[src/rtl/cnt7_pkg.sv]
package cnt7_pkg;

  // Per-cycle command handed from the qualification logic to the count register
  typedef struct packed {
    logic load;   // force the period value into the count
    logic step;   // decrement, or reload when at zero
  } cnt_cmd_t;

  typedef enum logic {
    TC_REGISTERED = 1'b0,
    TC_AT_ZERO    = 1'b1
  } tc_mode_e;

endpackage

[src/rtl/cnt7_ctl_reg.sv]
module cnt7_ctl_reg #(
  parameter int CTL_W     = 8,
  parameter int SW_EN_BIT = 5
) (
  input  logic             clk,
  input  logic             rst,
  input  logic             we_i,
  input  logic [CTL_W-1:0] wdata_i,
  output logic [CTL_W-1:0] rdata_o,
  output logic             sw_en_o
);

  logic sw_en_q;

  always_ff @(posedge clk) begin
    if (rst)       sw_en_q <= 1'b0;
    else if (we_i) sw_en_q <= wdata_i[SW_EN_BIT];
  end

  // Only the enable bit is implemented; the other positions read zero
  for (genvar i = 0; i < CTL_W; i++) begin : g_rd
    if (i == SW_EN_BIT) begin : g_live
      assign rdata_o[i] = sw_en_q;
    end else begin : g_zero
      assign rdata_o[i] = 1'b0;
    end
  end

  assign sw_en_o = sw_en_q;

endmodule

[src/rtl/cnt7_gate.sv]
module cnt7_gate
  import cnt7_pkg::*;
#(
  parameter bit ROUTE_LOAD = 1'b0,
  parameter bit ROUTE_EN   = 1'b1
) (
  input  logic     ld_i,
  input  logic     en_i,
  input  logic     sw_en_i,
  output cnt_cmd_t cmd_o
);

  logic hw_en;
  logic ld_eff;

  if (ROUTE_EN) begin : g_en_routed
    assign hw_en = en_i;
  end else begin : g_en_tied
    assign hw_en = 1'b1;
  end

  if (ROUTE_LOAD) begin : g_ld_routed
    assign ld_eff = ld_i;
  end else begin : g_ld_tied
    assign ld_eff = 1'b0;
  end

  always_comb begin
    cmd_o.load = ld_eff;
    cmd_o.step = hw_en & sw_en_i;
  end

endmodule

[src/rtl/cnt7_core.sv]
module cnt7_core
  import cnt7_pkg::*;
#(
  parameter int               CNT_W    = 7,
  parameter logic [CNT_W-1:0] INIT_VAL = '1,
  parameter logic [CNT_W-1:0] PERIOD   = '1
) (
  input  logic             clk,
  input  logic             rst,
  input  cnt_cmd_t         cmd_i,
  output logic [CNT_W-1:0] count_o,
  output logic             at_zero_o,
  output logic             wrap_o
);

  logic [CNT_W-1:0] cnt_q;
  logic [CNT_W-1:0] cnt_d;
  logic             zero;

  assign zero = (cnt_q == '0);

  always_comb begin
    cnt_d = cnt_q;
    if (cmd_i.load)      cnt_d = PERIOD;
    else if (cmd_i.step) cnt_d = zero ? PERIOD : cnt_q - 1'b1;
  end

  always_ff @(posedge clk) begin
    if (rst) cnt_q <= INIT_VAL;
    else     cnt_q <= cnt_d;
  end

  assign count_o   = cnt_q;
  assign at_zero_o = zero;
  assign wrap_o    = cmd_i.step & ~cmd_i.load & zero;

endmodule

[src/rtl/cnt7_tc_gen.sv]
module cnt7_tc_gen
  import cnt7_pkg::*;
#(
  parameter bit ALT_MODE = 1'b1
) (
  input  logic clk,
  input  logic rst,
  input  logic at_zero_i,
  input  logic wrap_i,
  output logic tc_o
);

  if (tc_mode_e'(ALT_MODE) == TC_AT_ZERO) begin : g_comb
    assign tc_o = at_zero_i;
  end else begin : g_reg
    logic tc_q;
    always_ff @(posedge clk) begin
      if (rst) tc_q <= 1'b0;
      else     tc_q <= wrap_i;
    end
    assign tc_o = tc_q;
  end

endmodule

[src/rtl/cnt7_down_counter.sv]
module cnt7_down_counter
  import cnt7_pkg::*;
#(
  parameter int               CNT_W      = 7,
  parameter int               CTL_W      = 8,
  parameter int               SW_EN_BIT  = 5,
  parameter logic [CNT_W-1:0] INIT_VAL   = '1,
  parameter logic [CNT_W-1:0] PERIOD     = '1,
  parameter bit               ALT_MODE   = 1'b1,
  parameter bit               ROUTE_LOAD = 1'b0,
  parameter bit               ROUTE_EN   = 1'b1
) (
  input  logic             clk,
  input  logic             rst,
  input  logic             ld_i,
  input  logic             en_i,
  input  logic             reg_we_i,
  input  logic [CTL_W-1:0] reg_wdata_i,
  output logic [CTL_W-1:0] reg_rdata_o,
  output logic [CNT_W-1:0] count_o,
  output logic             tc_o
);

  logic     sw_en;
  cnt_cmd_t cmd;
  logic     at_zero;
  logic     wrap;

  cnt7_ctl_reg #(
    .CTL_W    (CTL_W),
    .SW_EN_BIT(SW_EN_BIT)
  ) u_ctl (
    .clk    (clk),
    .rst    (rst),
    .we_i   (reg_we_i),
    .wdata_i(reg_wdata_i),
    .rdata_o(reg_rdata_o),
    .sw_en_o(sw_en)
  );

  cnt7_gate #(
    .ROUTE_LOAD(ROUTE_LOAD),
    .ROUTE_EN  (ROUTE_EN)
  ) u_gate (
    .ld_i   (ld_i),
    .en_i   (en_i),
    .sw_en_i(sw_en),
    .cmd_o  (cmd)
  );

  cnt7_core #(
    .CNT_W   (CNT_W),
    .INIT_VAL(INIT_VAL),
    .PERIOD  (PERIOD)
  ) u_core (
    .clk      (clk),
    .rst      (rst),
    .cmd_i    (cmd),
    .count_o  (count_o),
    .at_zero_o(at_zero),
    .wrap_o   (wrap)
  );

  cnt7_tc_gen #(
    .ALT_MODE(ALT_MODE)
  ) u_tc (
    .clk      (clk),
    .rst      (rst),
    .at_zero_i(at_zero),
    .wrap_i   (wrap),
    .tc_o     (tc_o)
  );

endmodule

[config.mk]
export PLATFORM = sky130hd
export DESIGN_NAME = cnt7_down_counter
export DESIGN_NICKNAME = d
export VERILOG_FILES = /design/src/rtl/cnt7_pkg.sv /design/src/rtl/cnt7_ctl_reg.sv /design/src/rtl/cnt7_gate.sv /design/src/rtl/cnt7_core.sv /design/src/rtl/cnt7_tc_gen.sv /design/src/rtl/cnt7_down_counter.sv
export SDC_FILE = /design/constraint.sdc
export NUM_CORES = 1
export LEC_CHECK = 0
export ABC_AREA = 1
export ABC_CLOCK_PERIOD_IN_PS = 1200
export BUFFER_PORTS_ARGS = -buffer_cell sky130_fd_sc_hd__buf_2
export CAP_MARGIN = 20
export CORE_AREA = 3 3 40 42
export DETAILED_ROUTE_END_ITERATION = 10
export DIE_AREA = 0 0 43 45
export PLACE_DENSITY = 0.69
export SLEW_MARGIN = 20
export SYNTH_ARGS = -nofsm -noshare
export SYNTH_HDL_FRONTEND = slang
export SYNTH_SLANG_ARGS = --single-unit
[constraint.sdc]
create_clock -name clk -period 1.2 [get_ports clk]
set_input_delay 0 -clock clk [delete_from_list [all_inputs] [get_ports clk]]
set_output_delay 0 -clock clk [all_outputs]
set_load 0.005 [all_outputs]
After elaboration in Yosys (flattened, before gate mapping):

Cells that the tools add are included.

* output and inout port bits: 16
* register bits after elaboration: 8
* logic and storage cells: 6

* reductions and logical operators: 1
* mux-type cells: 1
* add/sub/neg operators: 1
* bitwise logic cells: 1

Operators with widths (number)
* zero test 7 bit: 1
* two-way mux 7 bit: 1
* subtractor 7 x 1 -> 7 bit (second input constant): 1
* AND 1 bit: 1

Logic depth before layout (Yosys ltp):

* word-level depth: 2
* gate-level depth with buffers: 8
* mapped depth without buffers: 8

Modules after synthesis:

Synthesis repeated with hierarchy kept, for this count alone.

* cells, all modules: 81
* area total of the unflattened synthesis: 556.8 sq um

Modules (own cells, without submodules)
* cnt7_core: cells an instance 60, sequential area each 140.1 sq um, area an instance 421.7 sq um, times used 1
* cnt7_ctl_reg: cells an instance 16, sequential area each 20.0 sq um, area an instance 108.9 sq um, times used 1
* cnt7_gate: cells an instance 4, sequential area each 0.0 sq um, area an instance 18.8 sq um, times used 1
* cnt7_tc_gen: cells an instance 1, sequential area each 0.0 sq um, area an instance 7.5 sq um, times used 1

Least setup slack after synthesis:

No wires, ideal clock.

* kind: reg2reg
* start point: register u_core.cnt_q[0] (netlist: u_core.count_o[0])
* end point: register u_core.cnt_q[3] (netlist: u_core.count_o[3])
* arrival: 1.037 ns
* stages on the path, launching flop included: 9
* slack: 0.044 ns
* setup time: 0.119 ns
* buffers on the path: 0
* period minus slack after synthesis: 1.156 ns
* cell sequence: dfxtp_1 > inv_1 > ha_1 > inv_1 > nor2_1 > nand3_2 > nor2_2 > nor2_2 > nand2_1

* cells in the longest elaborated chain, start to end: 2

RTL lines
* start, declared: RTL line cnt7_core.sv:16 `logic [CNT_W-1:0] cnt_q;`
* start signal, assigned: RTL line cnt7_core.sv:30 `else cnt_q <= cnt_d;`
* subtractor 7 x 1 -> 7 bit / zero test 7 bit (equally long branches): RTL line cnt7_core.sv:25, cnt7_core.sv:20
* two-way mux 7 bit (*): RTL line cnt7_core.sv:25 `else if (cmd_i.step) cnt_d = zero ? PERIOD : cnt_q - 1'b1;`

Mark *: on every way between the ends. The rest lies on a longest branch, timed or not.
A chain may end at the register's enable or synchronous reset.

Final worst setup path:

* start point: register u_core.cnt_q[1] (netlist: u_core.count_o[1])
* end point: output tc_o

* cells in the longest elaborated chain, start to end: 1

RTL lines
* zero test 7 bit: RTL line cnt7_core.sv:20 `assign zero = (cnt_q == '0);`
* end, declared: RTL line cnt7_down_counter.sv:21 `output logic tc_o`

No other way between the ends.

==> flow_summary_export.csv <==
group,metric,value,unit
power_and_ir_drop,seqPwrFrac,49.2,%
setup_path,critPathRequiredTime,1.20,ns
global_routing,grt_pass1_wl,1.69,mm
yosys,yosysSeqAreaShare,33.5,%
setup_path,critPathMaxFanout,2,
die,start_util,37.2,%
setup_path,crit_chain,"inv_2 > ha_4 > inv_2 > nor2_2 > nand3_2 > buf_6 > inv_2 > buf_6",
layout,post-route-util,52.3,%
power_and_ir_drop,p_leak,0.318,nW
place,io_buffers,13,
sta,hold_viol_final,0,
die,die_y,45,um
sta,rsz0062_at_grt,"true",
detailed_routing,via_count,459,
power_and_ir_drop,switching_share,26.3,%
setup_path,crit_top_cell,"inv_2",
die,core,1280,sq um
die,dieArea,1940,sq um
yosys,syn_area,478,sq um
power_and_ir_drop,p_per_area,842,nW/um^2
layout,syn2layout_area_growth,40.6,%
setup_path,worstSetupPathType,"flop to output port",
clock_tree,clock_sinks,8,
clock_tree,clockRootBuffer,"clkbuf_4",
clock_tree,cts_tree,"built",
clock_tree,cts.reportedPaths.clkPinSlew,0.06,ns
yosys,postSynthCellCount,67,
clock_tree,cts_max_level,1,
global_routing,grt_max_degree,7,
yosys,synth_top_area_cell,"dfxtp_1",
place,dp_cells,97,
detailed_routing,dr.pass1.iters,3,
layout,nets,107,
global_routing,grt-ovfl-total,0,
sta,skew,0.0102,ns
setup_path,max_stage_delay,0.32,ns
status,violations,"setup timing",
power_and_ir_drop,switching_power,149,uW
setup_path,cp-end-kind,"output port",
hold_path,hold_class,"primary input to flop",
global_routing,antenna_found_initial,0,
place,hpwl,746,um
yosys,ys_ff_latch,8,
yosys,yosysWarnings,0,
clock_tree,cts-root-to-sink-buffers,2,
place,pre_cts_ws,-0.0499,ns
global_routing,grt_use_total,12.9,%
power_and_ir_drop,clock_power_share,39.1,%
clock_tree,numCtsBuffers,3,
global_routing,grt_pass1_vias,378,
sta,setup-violations-final,1,
sta,finalWorstSetupSlack,-0.0311,ns
yosys,syn_avg_cell_area,7.13,sq um
detailed_routing,ant_nets,0,
layout,drive_gt1_share,44.4,%
die,die_w,43,um
die,io_pins,29,
yosys,ys_types,18,
power_and_ir_drop,p_int,417,uW
setup_path,worstSetupStartpointType,"flop",
clock_tree,clock_latency,0.27,ns
setup_path,arrival,1.23,ns
setup_path,worst_path_max_delay_cell,"dfxtp_2",
sta,fmax,0.812,GHz
detailed_routing,drtIter0Drc,5,
layout,fill_cells,136,
detailed_routing,drc,0,
layout,diodes,0,
detailed_routing,wl_per_cell,11.3,um
sta,finalCriticalPeriod,1.23,ns
yosys,yosys-top-cells-area,"dfxtp_1, buf_4, nand2_1, inv_1, nor2_1",
sta,maxSlewViolCount,0,
die,num_rows,13,
status,status,"finished, violations left",
run,max_cap_violations,0,
layout,fin_cells,105,
detailed_routing,finalWirelength,1.18,mm
yosys,yosysTopAreaCellShare,33.5,%
detailed_routing,via_per_inst,4.37,
power_and_ir_drop,comb_power_share,11.7,%
sta,finalCritPeriodShare,103,%
power_and_ir_drop,ir_drop,0.601,mV
place,globalplace.congestion,0.663,
==> placed cells by master, fill, tap and decap left out <==
master	instances
dfxtp_2	2
o21bai_1	1
buf_2	12
inv_1	3
ha_2	1
o21ai_0	1
nand3_2	1
nand4_1	1
nand2_2	1
nor2_4	2
ha_4	1
buf_4	6
mux2i_1	1
clkbuf_4	3
nand3_4	1
nor2_1	7
buf_6	2
a21oi_1	1
dlygate4sd3_1	2
xor2_1	2
inv_2	5
nand3_1	2
conb_1	7
dfxtp_1	6
nor3_1	1
nand2_1	15
nor2_2	3
==> worst max-delay path, delay by kind of cell (launching register included) <==
family,cells,cell delay (ns)
flip-flops,1,0.32
adder cells (fa/ha/maj),1,0.13
AND/OR/NAND/NOR,2,0.15
buffers and inverters,5,0.35
==> what timing repair did <==
| item | CTS | global route |
|---|---|---|
| hold endpoints to repair | 2 | 0 |
| buffers inserted | 3 | 0 |
| hold buffers | 2 | 0 |
| gates resized for setup | 12 | 5 |
| pin swaps | 2 | 4 |
| setup endpoints to repair | 7 | 7 |
==> cell usage after synthesis <==
master / n
dfxtp_1: 8
nor2_1: 8
ha_1: 2
nand4_1: 1
o21bai_1: 1
nor2_2: 4
o21ai_0: 1
conb_1: 1
inv_1: 8
nand2_2: 1
nor3_1: 1
nand2_1: 15
nand3_1: 3
nand3_2: 1
buf_4: 8
a21oi_1: 1
xor2_1: 2
mux2i_1: 1
==> registers in the layout (all words and copies together), names as in the netlist <==
signal and cells:
u_core.count_o 7, u_ctl.sw_en_o 1
==> layout make-up <==
cell class | instances | area, sq um | share of cell area (%)
Multi-Input combinational cell | 49 | 290 | 43.2
Sequential cell | 8 | 163 | 24.2
Timing Repair Buffer | 22 | 148 | 22.0
Inverter | 8 | 30.0 | 4.47
Clock buffer | 3 | 22.5 | 3.35
Tap cell | 15 | 18.8 | 2.79
==> worst paths after layout <==
check	to	slack, ns	cells after the start	from
worst max-delay path	tc_o	-0.03	8	u_core.count_o[1]
worst min-delay path	u_ctl.sw_en_o	0.09	3	reg_we_i
worst max register to register	u_core.count_o[2]	0.01	9	u_core.count_o[0]
worst min register to register	u_core.count_o[5]	0.54	3	u_core.count_o[5]
==> power by group through the flow <==
| stage | Sequential (mW) | Combinational (mW) | Clock, mW |
|---|---|---|---|
| after CTS | 0.277 | 0.0601 | 0.218 |
| after floorplan | 0.282 | 0.0406 | 0 |
| after global placement | 0.281 | 0.0449 | 0 |
| final | 0.278 | 0.0662 | 0.221 |
| after detailed placement | 0.282 | 0.0456 | 0 |
| after global routing | 0.278 | 0.0743 | 0.249 |
==> layer usage <==
layer  routed length, um  global-route usage [%]  share of wire (%)
met4                  23                    10.8                1.9
met2                 594                    21.0                 50
met1                 501                    13.8                 42
met5                   0                       0                  0
met3                  64                    3.98                5.4
==> cells by family (layout without fill, tap and decap cells) <==
group,Yosys count,count (layout),synth area share [%]
other,1,7,0.785
AOI/OAI and AO/OA,3,3,3.66
DFF,8,8,33.5
and+or+nand+nor,34,34,32.2
muxes,1,1,2.09
adders and majority gates,2,2,5.23
xor gates and xnor gates,2,2,3.67
buffers and inverters,16,33,18.8
==> metrics by stage <==
step | instance area, sq um | power [mW] | hold WS, ns | TNS, ns
2_1_floorplan | 500 | 0.323 | 0.0724 | 0
3_3_place_gp | 554 | 0.326 | 0.211 | 0
3_5_place_dp | 554 | 0.327 | 0.214 | -0.198
4_1_cts | 651 | 0.556 | 0.00194 | -0.0399
5_1_grt | 672 | 0.601 | 0.110 | -0.319
6_report | 672 | 0.566 | 0.0867 | -0.0311
(Power assumes the default switching activity.)
